`src/rtl/uart_tx_pkg.sv`:
```
package uart_tx_pkg;
  localparam int DATA_W  = 9;
  localparam int DIV_W   = 8;
  localparam int OVS     = 16;
  localparam int FRAME_W = 1 + DATA_W + 1 + 2;
  localparam int CNT_W   = $clog2(FRAME_W + 1);

  localparam logic [2:0] MODE_C7 = 3'b100;
  localparam logic [2:0] MODE_C8 = 3'b101;
  localparam logic [2:0] MODE_C9 = 3'b110;

  // 0 marks a disabled or unsupported code
  function automatic logic [3:0] char_len(input logic [2:0] m);
    case (m)
      MODE_C7: return 4'd7;
      MODE_C8: return 4'd8;
      MODE_C9: return 4'd9;
      default: return 4'd0;
    endcase
  endfunction
endpackage

```
`src/rtl/uart_tx_baud.sv`:
```
module uart_tx_baud #(
  parameter int DIV_W = 8,
  parameter int OVS   = 16
) (
  input  logic             clk_i,
  input  logic             rst_ni,
  input  logic             clr_i,
  input  logic             en_i,
  input  logic [DIV_W-1:0] div_i,
  output logic             tick_o
);
  localparam int OVS_W = $clog2(OVS);

  logic [DIV_W-1:0] pre_q;
  logic [OVS_W-1:0] sub_q;
  logic             pre_wrap;

  assign pre_wrap = en_i && (pre_q == div_i);
  assign tick_o   = pre_wrap && (sub_q == OVS_W'(OVS - 1));

  always_ff @(posedge clk_i or negedge rst_ni) begin
    if (!rst_ni) begin
      pre_q <= '0;
      sub_q <= '0;
    end else if (clr_i) begin
      pre_q <= '0;
      sub_q <= '0;
    end else if (en_i) begin
      if (pre_wrap) begin
        pre_q <= '0;
        sub_q <= tick_o ? '0 : sub_q + 1'b1;
      end else begin
        pre_q <= pre_q + 1'b1;
      end
    end
  end
endmodule

```
`src/rtl/uart_tx_frame.sv`:
```
module uart_tx_frame
  import uart_tx_pkg::*;
(
  input  logic [DATA_W-1:0]  data_i,
  input  logic [3:0]         len_i,
  input  logic               par_en_i,
  input  logic               par_even_i,
  input  logic               stop2_i,
  output logic [FRAME_W-1:0] frame_o,
  output logic [CNT_W-1:0]   nbits_o
);
  logic [DATA_W-1:0] dm;
  logic              par;

  always_comb begin
    for (int i = 0; i < DATA_W; i++) dm[i] = (i < int'(len_i)) ? data_i[i] : 1'b0;
    par = (^dm) ^ ~par_even_i;
    frame_o = '1;
    frame_o[0] = 1'b0;
    for (int i = 0; i < DATA_W; i++)
      if (i < int'(len_i)) frame_o[1+i] = dm[i];
    if (par_en_i) frame_o[CNT_W'(len_i) + 1'b1] = par;
    nbits_o = CNT_W'(len_i) + CNT_W'(2) + CNT_W'(par_en_i) + CNT_W'(stop2_i);
  end
endmodule

```
`src/rtl/uart_tx_shift.sv`:
```
module uart_tx_shift
  import uart_tx_pkg::*;
(
  input  logic               clk_i,
  input  logic               rst_ni,
  input  logic               load_i,
  input  logic [FRAME_W-1:0] frame_i,
  input  logic [CNT_W-1:0]   nbits_i,
  input  logic               tick_i,
  output logic               line_o,
  output logic               busy_o,
  output logic               done_o
);
  logic [FRAME_W-1:0] sr_q;
  logic [CNT_W-1:0]   cnt_q, last_q;

  assign line_o = sr_q[0];

  always_ff @(posedge clk_i or negedge rst_ni) begin
    if (!rst_ni) begin
      sr_q   <= '1;
      cnt_q  <= '0;
      last_q <= '0;
      busy_o <= 1'b0;
      done_o <= 1'b0;
    end else if (load_i) begin
      sr_q   <= frame_i;
      cnt_q  <= '0;
      last_q <= nbits_i - 1'b1;
      busy_o <= 1'b1;
      done_o <= 1'b0;
    end else begin
      done_o <= 1'b0;
      if (busy_o && tick_i) begin
        if (cnt_q == last_q) begin
          busy_o <= 1'b0;
          done_o <= 1'b1;
          sr_q   <= '1;
        end else begin
          sr_q  <= {1'b1, sr_q[FRAME_W-1:1]};
          cnt_q <= cnt_q + 1'b1;
        end
      end
    end
  end
endmodule

```
`src/rtl/uart_tx_cfg.sv`:
```
module uart_tx_cfg
  import uart_tx_pkg::*;
(
  input  logic              clk_i,
  input  logic              rst_ni,
  input  logic              start_i,
  input  logic [DATA_W-1:0] data_i,
  input  logic [2:0]        mode_i,
  input  logic              stop2_i,
  input  logic              par_en_i,
  input  logic              par_even_i,
  input  logic              inv_i,
  input  logic [DIV_W-1:0]  div_i,
  input  logic              cnt_en_i,
  output logic              tx_o,
  output logic              busy_o,
  output logic              done_o
);
  logic [3:0]         len;
  logic               load;
  logic [FRAME_W-1:0] frame;
  logic [CNT_W-1:0]   nbits;
  logic [DIV_W-1:0]   div_q;
  logic               inv_q;
  logic               tick, line;

  assign len  = char_len(mode_i);
  assign load = start_i && !busy_o && (len != 4'd0);

  // settings captured once per frame; later changes wait for idle
  always_ff @(posedge clk_i or negedge rst_ni) begin
    if (!rst_ni) begin
      div_q <= '0;
      inv_q <= 1'b0;
    end else if (load) begin
      div_q <= div_i;
      inv_q <= inv_i;
    end
  end

  uart_tx_frame u_frame (
    .data_i(data_i), .len_i(len), .par_en_i(par_en_i), .par_even_i(par_even_i),
    .stop2_i(stop2_i), .frame_o(frame), .nbits_o(nbits)
  );

  uart_tx_baud #(.DIV_W(DIV_W), .OVS(OVS)) u_baud (
    .clk_i(clk_i), .rst_ni(rst_ni), .clr_i(load), .en_i(cnt_en_i && busy_o),
    .div_i(div_q), .tick_o(tick)
  );

  uart_tx_shift u_shift (
    .clk_i(clk_i), .rst_ni(rst_ni), .load_i(load), .frame_i(frame), .nbits_i(nbits),
    .tick_i(tick), .line_o(line), .busy_o(busy_o), .done_o(done_o)
  );

  assign tx_o = busy_o ? (line ^ inv_q) : ~inv_i;
endmodule

```
`config.mk`:
```
export PLATFORM = sky130hd
export DESIGN_NAME = uart_tx_cfg
export DESIGN_NICKNAME = d
export VERILOG_FILES = /design/src/rtl/uart_tx_pkg.sv /design/src/rtl/uart_tx_baud.sv /design/src/rtl/uart_tx_frame.sv /design/src/rtl/uart_tx_shift.sv /design/src/rtl/uart_tx_cfg.sv
export SDC_FILE = /design/constraint.sdc
export NUM_CORES = 1
export LEC_CHECK = 0
export CAP_MARGIN = 20
export CORE_MARGIN = 2
export CORE_UTILIZATION = 55
export CTS_CLUSTER_DIAMETER = 100
export DETAILED_ROUTE_END_ITERATION = 8
export HOLD_SLACK_MARGIN = 0.1
export PLACE_DENSITY = 0.78
export SLEW_MARGIN = 20
export SYNTH_ARGS = -nofsm -noshare
export SYNTH_HDL_FRONTEND = slang
export SYNTH_HIERARCHICAL = 1
export SYNTH_SLANG_ARGS = --single-unit
```
`constraint.sdc`:
```
create_clock -name clk_i -period 4.95 [get_ports clk_i]
set_clock_uncertainty 0.15 [all_clocks]
set_input_delay 0.99 -clock clk_i [delete_from_list [all_inputs] [get_ports clk_i]]
set_output_delay 0.99 -clock clk_i [all_outputs]
set_load 0.05 [all_outputs]
```
---- Word-level counts from Yosys, hierarchy flattened ----
Cells that the tools add are included.
W data, S select, Z words.
cells by class
  add/subtract/negate cells ............... 8
  $mul .................................... 0
  div/mod/pow operators ................... 0
  magnitude comparators ................... 11
  eq/ne operators ......................... 7
  shifts and indexed selects .............. 0
  mux-type cells .......................... 43
  bitwise gates (word level) .............. 4
  reductions and logical operators ........ 17
operators with widths
  kind                   count
  $mux W13               3
  $mux W4                7
  $mux W1                26
  $mux W8                3
  $lt A3 B4 Y1 const A   4
  $bwmux W13             1
  $add A4 B1 Y4 const B  3
  $mux W12               1
  $pmux W4 S3            1
  $eq A3 B3 Y1 const B   3
  $reduce_xor A9 Y1      1
  $add A4 B1 Y4          2
  $add A8 B1 Y8 const B  1
  $eq A8 B8 Y1           1
  $lt A1 B4 Y1 const A   2
  $lt A2 B4 Y1 const A   2
  $reduce_bool A2 Y1     4
  $logic_and A1 B1 Y1    7
  $reduce_and A2 Y1      3
  $lt A4 B5 Y1 const B   1
  $add A4 B2 Y4 const B  1
  $demux W1 S4           1
  $eq A4 B4 Y1           1
  $eq A4 B4 Y1 const B   1
  8 further kinds        10
word-level totals
  register bits after elaboration ......... 44
  bits in latches ......................... 0
  memory bits (writable) .................. 0
  ROM bits ................................ 0
  bits of input ports ..................... 28
  output and inout bits ................... 3
  logic and storage cells ................. 99
  memories ................................ 0

---- Longest topological paths before layout ----
Gate-level depths: netlist (run 1).
  depth after elaboration ................. 10
  depth in mapped cells ................... 14
  gate-level depth less buffers ........... 12

---- Modules after synthesis ----
The synthesis (run 1) kept the hierarchy.
by module, submodules not included
  module         instances  cells each  area an instance (µm²)  seq. area each (µm²)
  uart_tx_shift  1          118         1144.8                  591.8
  uart_tx_baud   1          71          706.9                   300.3
  uart_tx_frame  1          77          509.2                   0.0
  uart_tx_cfg    1          27          405.4                   225.2

---- Least setup slack after synthesis (run 1) ----
No wires, ideal clock.
  path type ............................... input -> register
  start point ............................. input port mode_i[2]
  end point ............................... register u_shift.sr_q[2]
  setup time .............................. 0.060 ns
  arrival time ............................ 3.183 ns
  data required time ...................... 4.740 ns
  slack ................................... 1.557 ns
  stages .................................. 14
  buffers on the path ..................... 2
  cell sequence ........................... nor2b_1 and2b_2 buf_6 nor2_4 mux2i_1 a21oi_1 xnor2_1 xnor3_1 and2_4 buf_6 a31oi_1 nand2_1 o21ai_0 o21a_1
on the way
  longest elaborated chain between the ends .. 10
  elaborated cells on any way between the ends .. 37
  those cells by class .................... 1 x add/sub; 11 x order compare; 3 x eq/ne; 16 x mux; 1 x bitwise; 5 x reduce/logical
RTL lines
  item                                                                       line                 source
  from (decl)                                                                uart_tx_cfg.sv:8     input logic [2:0] mode_i,
  $eq A3 B3 Y1                                                               uart_tx_pkg.sv:14    case (m)
  $pmux W4 S3 (*)                                                            uart_tx_pkg.sv:14
  net len[1]                                                                 uart_tx_cfg.sv:19    logic [3:0] len;
  $add A4 B1 Y4                                                              uart_tx_frame.sv:22  if (par_en_i) frame_o[CNT_W'(len_i) + 1'b1] = par;
  $lt A4 B5 Y1 (implied by the code) / $ge A4 B1 Y1 (equally long branches)  uart_tx_frame.sv:22
  $logic_and A1 B1 Y1 (implied by the code)                                  uart_tx_frame.sv:22
  $mux W1 (implied by the code)                                              uart_tx_frame.sv:22
  $demux W1 S4                                                               n/a
  $bwmux W13                                                                 uart_tx_frame.sv:22
  $mux W13 (*)                                                               uart_tx_frame.sv:22
  net frame[2]                                                               uart_tx_cfg.sv:21    logic [FRAME_W-1:0] frame;
  $mux W13 (*)                                                               uart_tx_shift.sv:26  end else if (load_i) begin
  to (signal assigned)                                                       uart_tx_shift.sv:27  sr_q <= frame_i;
  to (signal assigned)                                                       uart_tx_shift.sv:40  sr_q <= {1'b1, sr_q[FRAME_W-1:1]};
  to (decl)                                                                  uart_tx_shift.sv:14  logic [FRAME_W-1:0] sr_q;
The timed path passes the listed nets; every way through them passes the cells marked *.
A chain may end at the register's enable or synchronous reset.

---- Final worst setup path (run 1) ----
  start point ............................. input port mode_i[0]
  end point ............................... register u_shift.sr_q[4]
The elaborated chain is that of the path after synthesis.

==> results.md, run 1 <==
- YS warnings: 6
- Worst EP required: 5.05 ns
- Most frequent cell after synthesis: nor2_1
- Num CTS Buffers: 5
- Clock sinks: 44
- Worst hold path class: reg -> reg
- Htree depth: 2
- Post-synth top cells: nor2_1, dfrtp_1, nand2_1
- Avg Cell Area, Syn: 9.44 um^2
- Met1 Usage GRT: 27.4%
- Worst-path maximum fanout: 24
- Main synth FF type: dfrtp_1
- Mapped Cells: 293
- Final-report max-slew violation count: 0
- Yosys cell types: 53
- Fmax: 0.259 GHz
- PostCTS Resize Cnt: 0
- Unrepaired setup endpoints after global routing: no
- CP max stage cell: clkdlybuf4s50_1
- DRC viols: 0
- LEAKAGE: 1.27 nW
- Endpoint type of the worst setup path: flip-flop
- Setup TNS: 0 ns
- 1st-iter DRT viols: 53
- Crit path cell chain: clkdlybuf4s50_1, nor2b_1, and2b_2, nor3_1, nand2b_1, a21oi_1, o22ai_1, xnor3_1, and2_4, a41oi_1, nand2_1, o21ai_0, o21a_1
- First drt pass iteration count: 4
- Number of synthesized flops with an enable pin: 0
- Synth top area cells: dfrtp_1, dfstp_2, xnor2_1, nor2_1, mux2_2
- IO buf count: 30
- Avg WL per Cell: 13.6 um
- Syn nets: 327
- Pre-CTS WS: 0.801 ns
- Vias/cell: 5.47
- Final Hold Vio Count: 0
- Crit path kind: in -> reg
- Post-CTS setup buffer count: 0
- Clock-pin transition on the worst setup and hold timing paths: 0.08 ns
- Dpl hpwl: 3.70 mm
- Synth-to-layout area growth: 16.0%
- Final cycle utilization of the critical path: 77.9%
- Synth top area share: 28.0%
- Worst-Margin Slew: 0.947 ns
- Status: finished, final reports clean
- Root Buffer: clkbuf_8
- Longest Clk Path Bufs: 2
- Routability cong.: 0.854
- Share of cells above drive strength 1: 15.0%
- Vias in the first global route: 2,084
- Max VDD drop: 0.270 mV
- Seq/Total Area, Yosys: 40.4%
- Clock Latency Late Sink: 0.30 ns
- Worst Setup Start Kind: primary input
- Slew HR: 36.9%
- Async S/R FF share, synth: 100%
- Met3 GRT Util: 3.61%
- Initial Util: 57.8%
- Met2 usage: 35.5%
- Cell taking the most area after synthesis: dfrtp_1
- # hold bufs at CTS: 0
- Post-route ant nets: 0
- Top-Level Pins: 31
- Tmin final: 3.85 ns
- Via Count: 2,122
- Antenna cell count: 0
- Max-capacitance violation count: 0
- CTS tree: built
- Mapped Area: 2770 um^2
- CP peak stage delay: 0.55 ns
- Overflow after GRT: 0
- Post-synthesis register bit count: 44
- Initial antenna violation count: 0
- Drt total wl: 5.27 mm
- Global routing's busiest layer: met2
- Die Wd: 74.9 um
- Pin count of the biggest net entering global routing: 60
- Die height: 74.9 um
- Total power per unit cell area: 410 nW/um^2
- Nets: 354
- WP data arrival: 3.95 ns
- Setup violations, final: 0
- Site row count: 25
- Core Area: 4790 um^2
- First-pass GRT wire length: 9.10 mm
- Die area: 5610 um^2
- Gr usage total: 20.8%
- Final WS setup: 1.10 ns
-- flip-flops by register name, summed over array words and instances (netlist names) --
signal and count:
u_shift/last_q 4, u_shift/cnt_q 4, u_shift/busy_o 1, u_shift/sr_q 13
u_baud/pre_q 8, inv_q 1, u_baud/sub_q 4, div_q 8
u_shift/done_o 1
-- critical path: cells and delay by family --
family / cells / cell delay [ns]
buffers and inverters: 1 / 0.55
and+or+nand+nor: 6 / 1.27
AOI/OAI and AO/OA: 5 / 0.68
xor gates and xnor gates: 1 / 0.44
-- cell type report --
type	instances	area, um^2
repair buffers	33	318
well taps	67	83.8
clock inverters	2	38.8
clock buffers	6	82.6
multi-input cells	225	1530
flip-flops and latches	44	1120
fillers	416	1580
inverters	11	41.3
-- through the flow --
step	power, mW	util (%)	std cells	hold slack, ns	instance area [um^2]
after floorplan	0.927	-	293	0.351	2770
after global placement	1.02	64.5	380	0.363	3090
after detailed placement	1.03	64.5	380	0.368	3090
after CTS	1.33	67.1	388	0.380	3210
after global routing	1.40	67.1	388	0.396	3210
final	1.31	67.1	388	0.385	3210
-- per-layer routing --
| metal | vias up | routed length, um |
|---|---|---|
| met5 | - | 0 |
| met4 | 0 | 31 |
| met3 | 4 | 140 |
| met2 | 30 | 2690 |
| met1 | 1026 | 2420 |
| li1 | 1062 | - |
-- logic make-up (layout without fill, tap and decap cells) --
kind of cell / after synthesis / after routing / share of synthesized area (%)
AND/OR/NAND/NOR: 106 / 106 / 19.4
AO/OA/AOI/OAI: 67 / 67 / 16.6
flip-flops: 44 / 44 / 40.4
XOR/XNOR: 29 / 29 / 9.68
buffers and inverters: 24 / 52 / 4.39
multiplexers: 17 / 17 / 6.65
adder cells (fa/ha/maj): 6 / 6 / 2.99
-- worst paths after layout --
| kind | start | end | slack [ns] | cells past startpoint |
|---|---|---|---|---|
| min reg2reg | u_shift/sr_q[1] | u_shift/sr_q[0] | 0.39 | 1 |
| max in group asynchronous | rst_ni | u_shift/done_o | 3.37 | 1 |
| max | mode_i[0] | u_shift/sr_q[4] | 1.10 | 13 |
| max reg2reg | u_shift/busy_o | u_shift/cnt_q[3] | 1.92 | 9 |
| min in group asynchronous | rst_ni | u_shift/cnt_q[3] | 0.69 | 1 |
| min | u_shift/sr_q[1] | u_shift/sr_q[0] | 0.39 | 1 |
-- report_power, final --
part / internal [mW] / total (mW) / switching [mW]
combinational: 0.214 / 0.420 / 0.205
clock: 0.165 / 0.287 / 0.122
sequential: 0.510 / 0.608 / 0.0973
total: 0.890 / 1.31 / 0.425
-- cell usage in the layout, fill, tap and decap left out, drive strengths merged, types with 8 or more instances in the layout --
cell	n
a31oi	8
nand2b	9
clkdlybuf4s50	29
a21oi	15
xnor2	21
dfrtp	31
dfstp	13
mux2	11
o21a	12
o21ai	16
nor2	39
nand2	24
inv	11
Note: power is estimated with default switching activity, not from simulation.
==> run 2: changes to the inputs <==
CORE_UTILIZATION = 51   (was 55)
PLACE_DENSITY = 0.76   (was 0.78)
clock period = 3.5 ns   (was 4.95 ns; I/O delays follow)
==> run 2 against run 1 <==
  * Combinational power grew 51%
  * Sequential share of layout area shrank 1.9 points
  * Critical path type unchanged
  * First-iteration DRC count grew 98%
  * Routed wire length grew 8.4%
==> results.md, run 2 (synthesized netlist as in run 1, its figures left out) <==
- Most frequent cells in the layout: nor2_1, dfrtp_1, clkdlybuf4s50_1
- Tmin final: 3.34 ns
- Htree depth: 2 (unchanged)
- Pre-CTS WS: -0.163 ns (-0.963 ns)
- Antenna cell count: 0 (unchanged)
- Synth-to-layout area growth: 22.8%
- Setup violations, final: 0 (unchanged)
- Max VDD drop: 0.443 mV (+64%)
- Clock sinks: 44 (unchanged)
- Nets: 375 (+5.9%)
- LEAKAGE: 1.38 nW (+8.1%)
- Worst-path maximum fanout: 13 (-46%)
- CTS tree: built
- Multi-input logic area: 1540 um^2 (+0.49%)
- FF-to-FF setup slack: 0.74 ns (-1.18 ns)
- Post-route ant nets: 0 (unchanged)
- Top-Level Pins: 31 (unchanged)
- WP data arrival: 3.43 ns (-0.52 ns)
- Gate power share: 33.4% (+1.5 points)
- Design Power: 1.90 mW (+44%)
- Worst Setup Start Kind: primary input
- Worst hold path class: in -> async
- Num CTS Buffers: 5 (unchanged)
- Root Buffer: clkbuf_8
- Dpl hpwl: 4.17 mm (+13%)
- Initial Util: 53.5% (-4.3 points)
- First drt pass iteration count: 4 (unchanged)
- Net Sw Power: 0.630 mW (+48%)
- Die Wd: 77.7 um (+3.6%)
- Vias in the first global route: 2,210 (+6.0%)
- Final Hold Vio Count: 0 (unchanged)
- Endpoint type of the worst setup path: flip-flop
- Commonest non-fill, non-tap cell in the layout: nor2_1
- 1st-iter DRT viols: 105 (+98%)
- Initial antenna violation count: 0 (unchanged)
- Via Count: 2,207 (+4.0%)
- Setup TNS: 0 ns (unchanged)
- Final cycle utilization of the critical path: 95.4%
- Total power per unit cell area: 558 nW/um^2 (+36%)
- Clock Latency Late Sink: 0.30 ns (about the same)
- Vias/cell: 5.36 (-2.1%)
- Sequential Area: 1120 um^2 (unchanged)
- Final-report max-slew violation count: 0 (unchanged)
- Clock power frac: 21.0% (-0.8 points)
- Pin count of the biggest net entering global routing: 55 (-8.3%)
- DRC viols: 0 (unchanged)
- Final WS setup: 0.162 ns (-0.934 ns)
- Fmax: 0.300 GHz
- Slew HR: 65.7% (+29 points)
- IO buf count: 30 (unchanged)
- Avg WL per Cell: 13.9 um (+2.1%)
- Die area: 6030 um^2 (+7.4%)
- Switching share of power: 33.2% (+0.86 points)
- Share of cells above drive strength 1: 20.8% (+5.8 points)
- First-pass GRT wire length: 9.90 mm (+8.8%)
- Reg with most FFs: u_shift/sr_q
- Flop pwr share: 45.7% (-0.5 points)
- Site row count: 26 (+4.0%)
- Crit path kind: in -> reg
- Max FFs per register: 13 (unchanged)
- Gr usage total: 20.3% (-0.51 points)
- Max-capacitance violation count: 0 (unchanged)
- Routability cong.: 0.900 (+5.4%)
- Power Internal: 1.27 mW (+42%)
- Overflow after GRT: 0 (unchanged)
- Longest Clk Path Bufs: 2 (unchanged)
- Die height: 77.7 um (+3.6%)
- Clock-pin transition on the worst setup and hold timing paths: 0.09 ns (about the same)
- Fillers: 435 (+4.6%)
- Drt total wl: 5.72 mm (+8.4%)
- Worst-Margin Slew: 0.514 ns (-0.433 ns)
- Status: finished, final reports clean
- Largest regs: u_shift/sr_q x13, div_q x8, u_baud/pre_q x8
- Unrepaired setup endpoints after global routing: no
- Core Area: 5170 um^2 (+8.1%)
- Worst EP required: 3.59 ns (-1.46 ns)
## run 2: path summary, 6_finish.rpt
kind / from / endpoint / depth (start not counted)
setup / recovery: mode_i[2] / u_shift/sr_q[4] / 13
hold reg to reg: div_q[3] / div_q[3] / 1
min in group clk_i: div_q[3] / div_q[3] / 1
max in group asynchronous: rst_ni / u_shift/sr_q[3] / 2
setup reg to reg: u_shift/busy_o / u_shift/cnt_q[3] / 8
hold / removal: rst_ni / u_shift/last_q[2] / 1
## run 2: worst max-delay path, cell delays in order
cell and delay (ns):
clkdlybuf4s50_1 0.49, nor2b_1 0.17, and2b_4 0.29, nor3_2 0.08
nand2b_1 0.16, xnor2_1 0.19, xnor2_1 0.18, xnor3_1 0.39
and2_4 0.22, a41oi_1 0.24, nand2_1 0.07, o21ai_0 0.08
o21a_1 0.15
## run 2: power groups by stage
stage	logic [mW]	registers, mW	clock network (mW)
final	0.633	0.866	0.398
after global routing	0.705	0.890	0.426
after floorplan	0.471	0.841	0
after CTS	0.632	0.867	0.412
after detailed placement	0.626	0.875	0
after global placement	0.603	0.864	0
## run 2: repair_timing
action	in CTS	in global routing
setup endpoints to repair	0	7
hold buffers	0	0
buffers inserted	0	0
gates resized for setup	0	3
## run 2: layout make-up
class                           count  area share, %
Multi-Input combinational cell    225           45.2
Sequential cell                    44           32.9
Timing Repair Buffer               54           14.7
Tap cell                           70           2.58
Clock buffer                        5           2.03
Clock inverter                      3           1.36
Inverter                           11           1.22
## run 2: routing by layer
metal	wire, um	GRT usage, %	vias up
li1	-	-	1102
met1	2640	26.3	1059
met2	2870	35.0	41
met3	170	3.84	5
met4	44	5.00	0
met5	0	0	-
## run 2: metrics by stage
step | cells | area, um^2 | hold WS (ns) | util, %
2_1_floorplan | 293 | 2770 | 0.254 | -
3_3_place_gp | 403 | 3250 | 0.363 | 62.9
3_5_place_dp | 403 | 3250 | 0.372 | 62.9
4_1_cts | 411 | 3370 | 0.390 | 65.1
5_1_grt | 412 | 3400 | 0.185 | 65.7
6_report | 412 | 3400 | 0.167 | 65.7
